--- config.mk ---
export PLATFORM = sky130hd
export DESIGN_NAME = lane_addsub
export DESIGN_NICKNAME = d
export VERILOG_FILES = /design/src/rtl/lane_addsub_pkg.sv /design/src/rtl/lane_ctl.sv /design/src/rtl/seg_chain.sv /design/src/rtl/lane_addsub.sv
export SDC_FILE = /design/constraint.sdc
export NUM_CORES = 1
export LEC_CHECK = 0
export CORE_MARGIN = 2
export CORE_UTILIZATION = 48
export DETAILED_ROUTE_END_ITERATION = 6
export PLACE_DENSITY_LB_ADDON = 0.2
export SYNTH_ARGS = -nofsm -noshare
export SYNTH_HDL_FRONTEND = slang
export SYNTH_SLANG_ARGS = --single-unit
--- constraint.sdc ---
create_clock -name clk -period 7.35 [get_ports clk]
set_clock_uncertainty 0.2 [all_clocks]
set_input_delay 1.47 -clock clk [delete_from_list [all_inputs] [get_ports clk]]
set_output_delay 1.47 -clock clk [all_outputs]
set_load 0.01 [all_outputs]
--- src/rtl/lane_addsub_pkg.sv ---
package lane_addsub_pkg;

    parameter int unsigned DATA_W = 64;
    parameter int unsigned SEG_W  = 16;
    parameter int unsigned WIDE_W = 32;

    localparam int unsigned NSEG       = DATA_W / SEG_W;
    localparam int unsigned HALF_W     = DATA_W / 2;
    localparam int unsigned SEG_PER_WL = WIDE_W / SEG_W;

    // Bit order matches the op port: [2] subtract, [1] wide lanes, [0] single word
    typedef struct packed {
        logic sub;
        logic wide;
        logic single;
    } op_t;

    typedef struct packed {
        logic [NSEG-1:0] lane_start;  // segment k begins a new lane
        logic            sub;
        logic            single;
    } seg_ctl_t;

    function automatic logic [NSEG-1:0] starts_for(input logic wide);
        logic [NSEG-1:0] s;
        for (int k = 0; k < NSEG; k++) begin
            s[k] = wide ? ((k % SEG_PER_WL) == 0) : 1'b1;
        end
        return s;
    endfunction

endpackage

--- src/rtl/lane_ctl.sv ---
module lane_ctl
    import lane_addsub_pkg::*;
(
    input  op_t      op_i,
    output seg_ctl_t ctl_o
);

    always_comb begin
        ctl_o.lane_start = starts_for(op_i.wide);
        ctl_o.sub        = op_i.sub;
        ctl_o.single     = op_i.single;
    end

endmodule

--- src/rtl/seg_chain.sv ---
module seg_chain
    import lane_addsub_pkg::*;
(
    input  logic [DATA_W-1:0] a_i,
    input  logic [DATA_W-1:0] b_i,
    input  seg_ctl_t          ctl_i,
    output logic [DATA_W-1:0] sum_o
);

    logic [NSEG-1:0] cin;
    logic [NSEG-1:0] cout;

    genvar k;
    generate
        for (k = 0; k < NSEG; k++) begin : g_seg
            logic [SEG_W-1:0] a_seg;
            logic [SEG_W-1:0] b_eff;
            logic [SEG_W:0]   wide_sum;

            assign a_seg = a_i[k*SEG_W +: SEG_W];
            assign b_eff = ctl_i.sub ? ~b_i[k*SEG_W +: SEG_W] : b_i[k*SEG_W +: SEG_W];

            if (k == 0) begin : g_first
                assign cin[k] = ctl_i.sub;
            end else begin : g_link
                assign cin[k] = ctl_i.lane_start[k] ? ctl_i.sub : cout[k-1];
            end

            assign wide_sum = {1'b0, a_seg} + {1'b0, b_eff} + {{SEG_W{1'b0}}, cin[k]};
            assign cout[k]  = wide_sum[SEG_W];
            assign sum_o[k*SEG_W +: SEG_W] = wide_sum[SEG_W-1:0];
        end
    endgenerate

    // Narrow-lane layout: each segment must match its own lane arithmetic
    always_comb begin
        if (&ctl_i.lane_start) begin
            for (int j = 0; j < NSEG; j++) begin
                AST_SEG_ISOLATED: assert (sum_o[j*SEG_W +: SEG_W] ==
                    (ctl_i.sub ? a_i[j*SEG_W +: SEG_W] - b_i[j*SEG_W +: SEG_W]
                               : a_i[j*SEG_W +: SEG_W] + b_i[j*SEG_W +: SEG_W]));
            end
        end
    end

endmodule

--- src/rtl/lane_addsub.sv ---
module lane_addsub
    import lane_addsub_pkg::*;
(
    input  logic              clk,
    input  logic              rst,
    input  logic              in_valid,
    input  logic [2:0]        op,
    input  logic [DATA_W-1:0] rs1,
    input  logic [DATA_W-1:0] rs2,
    output logic              out_valid,
    output logic [DATA_W-1:0] result
);

    op_t               op_s;
    seg_ctl_t          ctl;
    logic [DATA_W-1:0] a_m;
    logic [DATA_W-1:0] b_m;
    logic [DATA_W-1:0] sum;

    assign op_s = op_t'(op);

    lane_ctl u_ctl (
        .op_i  (op_s),
        .ctl_o (ctl)
    );

    // Single-word forms see only the low half of each operand
    always_comb begin
        a_m = rs1;
        b_m = rs2;
        if (ctl.single) begin
            a_m[DATA_W-1:HALF_W] = '0;
            b_m[DATA_W-1:HALF_W] = '0;
        end
    end

    seg_chain u_chain (
        .a_i   (a_m),
        .b_i   (b_m),
        .ctl_i (ctl),
        .sum_o (sum)
    );

    always_ff @(posedge clk) begin
        if (rst) begin
            out_valid <= 1'b0;
            result    <= '0;
        end else begin
            out_valid <= in_valid;
            if (in_valid) begin
                result <= sum;
            end
        end
    end

    AST_VALID_FOLLOWS: assert property (@(posedge clk) disable iff (rst)
        in_valid |=> out_valid);
    AST_VALID_DROPS: assert property (@(posedge clk) disable iff (rst)
        !in_valid |=> !out_valid);
    AST_RESULT_HOLDS: assert property (@(posedge clk) disable iff (rst)
        !in_valid |=> $stable(result));
    AST_UPPER_ZERO: assert property (@(posedge clk) disable iff (rst)
        (in_valid && op[0]) |=> (result[DATA_W-1:HALF_W] == '0));
    AST_ZERO_IDENTITY: assert property (@(posedge clk) disable iff (rst)
        (in_valid && !op[0] && (rs2 == '0)) |=> (result == $past(rs1)));

endmodule

==> results summary, run 1 <==
The cell area after synthesis came out at between 6000 and 7000 um2. Clock-pin slew was measured on the worst setup and hold paths at 60 ps. Once layout is complete, the cells apart from fillers number 1103. The HPWL after detailed placement is about 13 mm.

The total congestion overflow is 0. The sequential fraction of the synthesis area is ~22%. The number of remaining DRC errors came out at 0. The clock insertion delay at the later pin of the skew report came out at 330 ps.

The post-synthesis area per instance is around 8.1 um2. The cell area power density is around 180 nW/um2. The total of cells resized after clock tree synthesis came out at 0. The count of input and output buffers came out at roughly 200.

The number of rows in the core area is 41. Synthesis produced a netlist whose cell count is 747. The detailed-route wire length is between 15 and 20 mm. Once the floorplan was initialized, standard cells occupied approximately 49% of the core.

The final hold violation count is 0. just under 200 I/O pins were placed. From synthesis to final layout, the design area changed by 39.3%. The number of antenna violations at the first check in global routing is 0.

The worst slew margin relative to its limit is around 22%. The worst register-to-register path has a depth of 2. Across all layers, the routed design uses between 6k and 7k vias.

The class of the worst hold path is reg2reg. The residual antenna-violating net count after detailed routing is 0. The number of buffers added to fix hold violations after cts came out at 0. Counting the fill cells in the layout gives 1040. The minimum clock period is about 6100 ps.

Global routing used around 26% of the available tracks. For the worst setup path, the data required time is roughly 7400 ps. The number of setup buffers added after CTS is 0. The worst setup path is launched from an input pin. TritonCTS built the clock tree. The die width came out at 116 um. The clock passes through at most 2 buffers. The static leakage came out at ~3.5 nW.

The number of H-tree branching levels is 3. Yosys attributes the largest share of cell area to sky130_fd_sc_hd__dfxtp_1, sky130_fd_sc_hd__ha_1, sky130_fd_sc_hd__xnor2_1. In this run, synthesis produced a sequential element count of 65. The number of different library cells used by synthesis comes to 65. Measured along the y axis, the die boundary spans roughly 120 um. The average routed wire per standard cell is roughly 16 um. The via density per instance is about 5.6. The final RePlAce weighted congestion came out at between 0.9 and 1. Setup violations remaining at the end of the flow were counted as 0.

The count of max-cap constraint violations came out at 0. The number of DRC markers in iteration 0 is 357. The post-layout net count is roughly 1.1k. The first-pass iteration count of the detailed router came out at 7. The most numerous cell type found on the critical path is sky130_fd_sc_hd__a21oi_1.

The run finished with clean final reports. The largest vdd supply drop came out at approximately 110 uV. The total instance count after detailed placement came out at 1088.

Counting the buffers created by CTS gives 9. The transition time at the pin with the least slew margin is around 1200 ps. The final clock period utilization by the worst path came out at between 80% and 90%. The arrival time of the worst setup path came out at about 6100 ps. The worst-path maximum fanout came out at 3. The most frequently used cell type in the post-synthesis netlist is sky130_fd_sc_hd__nor2_1.

In this run the biggest area consumer among cell types represents a little over a fifth of the synthesized area. The start-to-end type of the worst setup path is in2reg. The repair_antennas step left the layout with diodes totalling 0. The net count of the mapped netlist came out at 945. In this design, the stage delay of the slowest critical-path cell is approximately 520 ps. Counting flops with a built-in enable in the synthesized netlist gives 0.

The max-slew violation count is 0. The most common flop cell mapped by yosys is sky130_fd_sc_hd__dfxtp_1. The yosys synthesis warning count came out at 0. Walking the worst path, the cells encountered are clkdlybuf4s50_1 -> mux2i_1 -> fa_1 -> nor2b_1 -> o31a_1 -> o21ai_1 -> a21oi_1 -> o31ai_1 -> a21oi_1 -> o21ai_0 -> fa_1 -> fa_1 -> nor2b_1 -> o21ai_1 -> a21oi_1 -> o41ai_2 -> a21oi_1 -> or3_1 -> a32o_1. The final-layout setup total negative slack is 0 ps.

Entering global routing, the biggest net connects just under 50 pins. The tree built by TritonCTS fans out to between 60 and 70 sinks. Of all flip-flops after synthesis, the portion carrying an async set or reset was 0%. The worst hold path cell count came out at 2. In the synthesized netlist, the cells that appear most often are sky130_fd_sc_hd__nor2_1, sky130_fd_sc_hd__dfxtp_1, sky130_fd_sc_hd__ha_1. Clock tree synthesis selected as its root buffer the cell sky130_fd_sc_hd__clkbuf_16. Setup repair after global routing left no endpoint under its margin. The number of global-route vias before repair was 6016. STA classifies the critical path endpoint as a register. The floorplan step defined a core boundary enclosing ~12000 um2.

Summed over all instances, the cell type with the most area after synthesis is sky130_fd_sc_hd__dfxtp_1. The die covers between 10000 and 15000 um2. The slowest cell on the critical path is sky130_fd_sc_hd__clkdlybuf4s50_1. The share of post-route cells with drive strength above 1 is under 10%. The global-route wire length before repair is 27.5 mm. The maximum clock frequency is between 0.15 and 0.2 GHz.
worst paths after layout:
path	slack [ps]	to	startpoint
setup / recovery	1240	result[30]	rs2[0]
setup reg to reg	6300	result[15]	result[15]
hold / removal	250	result[9]	result[9]
hold reg to reg	250	result[9]	result[9]
worst max-delay path: cells and delay by family:
kind                       cells  cell delay (ps)
muxes                          1              350
and+or+nand+nor                3              510
adders and majority gates      3              780
buffers and inverters          1              520
AOI/OAI and AO/OA             11             2510
state kept, by name (all words and copies together) (netlist names):
| register | flops |
|---|---|
| result | 64 |
| out_valid | 1 |
per-stage QoR:
stage	utilization (%)	setup slack, ps	instance area (um2)	power [mW]	hold slack, ps
2_1_floorplan	-	1450	6050	0.846	272
3_3_place_gp	65.2	1080	8130	1.09	241
3_5_place_dp	65.2	881	8130	1.11	243
4_1_cts	67.6	1220	8430	1.55	255
5_1_grt	67.6	883	8430	1.63	284
6_report	67.6	1240	8430	1.55	250
cells by family (layout without fill, tap and decap cells):
logic type | after synthesis | after routing | synth area share [%]
AND/OR/NAND/NOR | 257 | 257 | 22.0
AO/OA/AOI/OAI | 192 | 192 | 21.9
XOR/XNOR | 94 | 94 | 13.6
flip-flops | 65 | 65 | 21.5
adder cells (fa/ha/maj) | 64 | 64 | 14.0
buffers and inverters | 54 | 238 | 3.52
multiplexers | 21 | 21 | 3.56
metal layers:
| metal | part of all wire (%) | wire length [um] | vias up | global-route usage, % |
|---|---|---|---|---|
| li1 | - | - | 3016 | - |
| met1 | 42 | 7490 | 2848 | 30.3 |
| met2 | 49 | 8680 | 275 | 45.9 |
| met3 | 6.9 | 1240 | 41 | 4.93 |
| met4 | 2.5 | 444 | 0 | 9.92 |
| met5 | 0 | 0 | - | 0 |
cells in the final DEF, fill, tap and decap left out, types with 7 or more instances in the layout:
master / Yosys / layout
sky130_fd_sc_hd__o21ai_0: 35 / 35
sky130_fd_sc_hd__o21a_1: 13 / 13
sky130_fd_sc_hd__clkbuf_16: 0 / 9
sky130_fd_sc_hd__nand3_1: 11 / 11
sky130_fd_sc_hd__clkdlybuf4s50_1: 0 / 194
sky130_fd_sc_hd__a32o_1: 7 / 7
sky130_fd_sc_hd__nor2_1: 71 / 70
sky130_fd_sc_hd__or3_1: 9 / 9
sky130_fd_sc_hd__nand2b_1: 34 / 34
sky130_fd_sc_hd__a211oi_1: 14 / 14
sky130_fd_sc_hd__nor4_1: 7 / 7
sky130_fd_sc_hd__inv_1: 20 / 20
sky130_fd_sc_hd__nor3_1: 20 / 20
sky130_fd_sc_hd__o21ai_1: 8 / 8
sky130_fd_sc_hd__a21oi_1: 39 / 39
sky130_fd_sc_hd__nand2_1: 38 / 38
sky130_fd_sc_hd__xnor2_1: 54 / 54
sky130_fd_sc_hd__mux2i_1: 20 / 20
sky130_fd_sc_hd__nor2b_1: 42 / 42
sky130_fd_sc_hd__a21o_1: 20 / 20
sky130_fd_sc_hd__xor2_1: 40 / 40
sky130_fd_sc_hd__dfxtp_1: 65 / 65
sky130_fd_sc_hd__ha_1: 58 / 58
where the power goes:
| part | switching, mW | total, mW | internal, mW |
|---|---|---|---|
| registers | 0.0282 | 0.428 | 0.399 |
| logic | 0.334 | 0.683 | 0.349 |
| clock network | 0.158 | 0.436 | 0.278 |
area by class of cell:
| class | count | area [um2] | share of cell area (%) |
|---|---|---|---|
| Inverter | 20 | 75.1 | 0.891 |
| Timing Repair Buffer | 203 | 2000 | 23.7 |
| Clock buffer | 12 | 256 | 3.04 |
| Tap cell | 172 | 215 | 2.55 |
| Multi-Input combinational cell | 628 | 4540 | 53.9 |
| Sequential cell | 65 | 1300 | 15.4 |
| Clock inverter | 3 | 40.0 | 0.475 |
Note: power is estimated with default switching activity, not from simulation.
==> run 2: changes to the inputs <==
--- a/config.mk
+++ b/config.mk
@@ -6,7 +6,7 @@
 export NUM_CORES = 1
 export LEC_CHECK = 0
 export CORE_MARGIN = 2
-export CORE_UTILIZATION = 48
+export CORE_UTILIZATION = 43
 export DETAILED_ROUTE_END_ITERATION = 6
 export PLACE_DENSITY_LB_ADDON = 0.2
 export SYNTH_ARGS = -nofsm -noshare
==> constraint.sdc (replaced) <==
create_clock -name clk -period 5.5 [get_ports clk]
set_clock_uncertainty 0.2 [all_clocks]
set_input_delay 1.1 -clock clk [delete_from_list [all_inputs] [get_ports clk]]
set_output_delay 1.1 -clock clk [all_outputs]
set_load 0.01 [all_outputs]
==> run 2 against run 1 <==
Compared with the run above: first-iteration DRC count is 16% lower; sequential cell count stayed put; critical path type unchanged; largest power group unchanged; cell area is 5.3% higher.
==> results summary, run 2 (same netlist as run 1, synthesis figures left out) <==
The run finished with clean final reports. The clock sink count came out at 65. The count of max-cap constraint violations is 0. The die footprint came out at roughly 15000 um2. The worst reg-to-reg path cell count came out at 2. STA classifies the critical path startpoint as an input pin. The final RePlAce weighted congestion came out at between 0.9 and 1.

The worst setup path is captured at a register. Row generation in the floorplan step produced between 40 and 50 rows. The height of the chip came out at ~120 um. For this run, the top clock speed supported by timing is 0.191 GHz.

The pin count of the biggest net entering global routing came out at 44. The worst-path maximum fanout came out at 3. Traced cell by cell, the critical path runs through clkdlybuf4s50_1 -> mux2i_2 -> fa_2 -> nor2b_2 -> o31a_1 -> o21ai_2 -> a21oi_2 -> o31ai_2 -> a21oi_1 -> o21ai_1 -> buf_4 -> fa_1 -> fa_1 -> nor2b_2 -> o21ai_2 -> a21oi_2 -> o41ai_4 -> a21oi_1 -> or3_1 -> a32o_1. The leading cell type in the layout, fill and taps excluded is sky130_fd_sc_hd__clkdlybuf4s50_1. The number of DRC markers in iteration 0 came out at 301.

The endpoint required time on the critical path came out at around 5500 ps. The die width is roughly 120 um. The max-slew violation count came out at 0.

The internal reg-to-reg setup slack came out at 4480 ps. The share of post-route cells with drive strength above 1 is 10.1%. The tree is rooted in a sky130_fd_sc_hd__clkbuf_16. The first global-routing pass estimated 27.7 mm of wire. Power spread over the standard cell area amounts to 237 nW/um2.

The finished layout holds roughly 1.2k standard cells, fillers aside. In this run the deepest clock path goes through 2 buffers. The number of antenna diodes in the final layout is 0. In this run the critical register-to-register path is launched from result[15]. The final clock period utilization by the worst path came out at about 95%. The worst slew margin relative to its limit came out at about a quarter. The total instance count after detailed placement came out at approximately 1.1k. The largest individual stage delay along the critical path comes from the cell sky130_fd_sc_hd__clkdlybuf4s50_1.

The final number of setup-violating endpoints came out at 0. The final design area excluding fillers is 8870 um2. The number of remaining DRC errors came out at 0. The number of global-route vias before repair is 5689. The transition time at the pin with the least slew margin is ~1100 ps. The first-pass iteration count of the detailed router is 4. The number of antenna violations at the first check in global routing came out at 0. The TritonCTS buffer count came out at 9.

The delay contributed by the slowest stage of the critical path came out at approximately 540 ps. In this run the standard cell core region covers 13800 um2. The number of flip-flops under the largest register name is 64. The overall fraction of global-route tracks in use is between 20% and 30%. The average routed wire per standard cell is 15.1 um. In this run the cell area measured after placement is 8520 um2. The clock insertion delay at the later pin of the skew report came out at ~340 ps. At the placement stage, the worst setup path has a slack of -415 ps. More flip-flops sit in one register than any other, and that register is result.

The kind of cell with the highest combined delay along the critical path is compound AO/OA/AOI/OAI gates. The endpoint identified for the worst register-to-register timing path is result[15]. STA puts the critical path data arrival time at ~5300 ps. The worst hold path cell count came out at 2. The effective utilization at floorplan came out at 43.8%. The final hold violation count came out at 0.

The minimum clock period is 5230 ps. The number of H-tree branching levels came out at 3. The class of the worst hold path is reg2reg. The critical path buffer and inverter count is 2. Setup repair after global routing could not meet its margin everywhere. The final route contains around 6.1k vias. In the layout the commonest cells are sky130_fd_sc_hd__clkdlybuf4s50_1, sky130_fd_sc_hd__nor2_1, sky130_fd_sc_hd__dfxtp_1. The worst hold path terminates at result[45].

The smallest setup slack after layout came out at 267 ps. The setup path with the least slack is of type in2reg. The launch instance of the worst min-delay path is result[45].

The static leakage is 3.72 nW. During placement, the flow inserted port buffers numbering 198. The final-layout setup total negative slack came out at 0 ps.

The post-layout net count came out at 1176. The clock-pin slew on the worst setup and hold paths is around 50 ps. The total overflow left after global routing is 0. The residual antenna-violating net count after detailed routing came out at 0. Using the TritonRoute via totals, the vias-per-cell ratio works out to about 5.2. The number of top-level design ports came out at a little under 200.

The clock tree from TritonCTS is done. The detailed-route wire length came out at ~18 mm. From synthesis to final layout, the design area changed by 46.6%. The estimated wirelength of the detail-placed design came out at between 10 and 15 mm.

The worst slack on hold paths came out at ~250 ps. The largest registers in the layout are result x64, out_valid x1. The largest vdd supply drop came out at between 100 and 150 uV.
==> run 2: cell count changes in the layout (fill, tap and decap cells not counted), sizes merged <==
cell    before  now
buf          9   60
clkinv       2    5
clkbuf      12   10
==> run 2: timing repair <==
action	in CTS	in global routing
endpoints found under the setup margin	1	12
buffers inserted	0	2
gates resized for setup	0	13
pin swaps	1	2
hold buffers	0	0
==> run 2: layer usage <==
metal / up-vias / wire length [um] / GRT usage, %
met2: 187 / 8230 / 39.9
met4: 0 / 387 / 6.82
met3: 29 / 1260 / 5.76
li1: 3127 / - / -
met5: - / 0 / 0
met1: 2722 / 7720 / 29.3
==> run 2: report_power, final <==
group          switching [mW]  internal [mW]  total [mW]
logic                   0.450          0.514       0.964
clock network           0.217          0.348       0.565
registers              0.0362          0.534       0.570
total                   0.703           1.40        2.10
==> run 2: final cells by class <==
class / count / area, um2
Clock buffer: 10 / 229
Clock inverter: 6 / 58.8
Fill cell: 1217 / 4950
Inverter: 20 / 75.1
Multi-Input combinational cell: 628 / 4590
Sequential cell: 65 / 1300
Tap cell: 180 / 225
Timing Repair Buffer: 254 / 2400
==> run 2: metrics by stage <==
stage / utilization, % / power, mW
6_report: 64.2 / 2.10
5_1_grt: 64.2 / 2.24
4_1_cts: 63.7 / 2.10
3_5_place_dp: 61.6 / 1.52
3_3_place_gp: 61.6 / 1.52
2_1_floorplan: - / 1.13
==> run 2: worst max path at each step <==
stage | start | end | slack (ps) | depth (start not counted)
floorplan | op[2] | result[30] | 5 | 20
global placement | rs2[0] | result[30] | -190 | 20
detailed placement | rs2[0] | result[30] | -420 | 20
CTS | rs2[0] | result[30] | 30 | 20
global route | rs2[0] | result[30] | -20 | 20
finish | rs2[0] | result[30] | 270 | 20
==> run 2: worst register-to-register path, delay by kind of cell, from the launching register on <==
family / cells / cell delay, ps
AOI/OAI and AO/OA: 2 / 400
DFF: 1 / 300
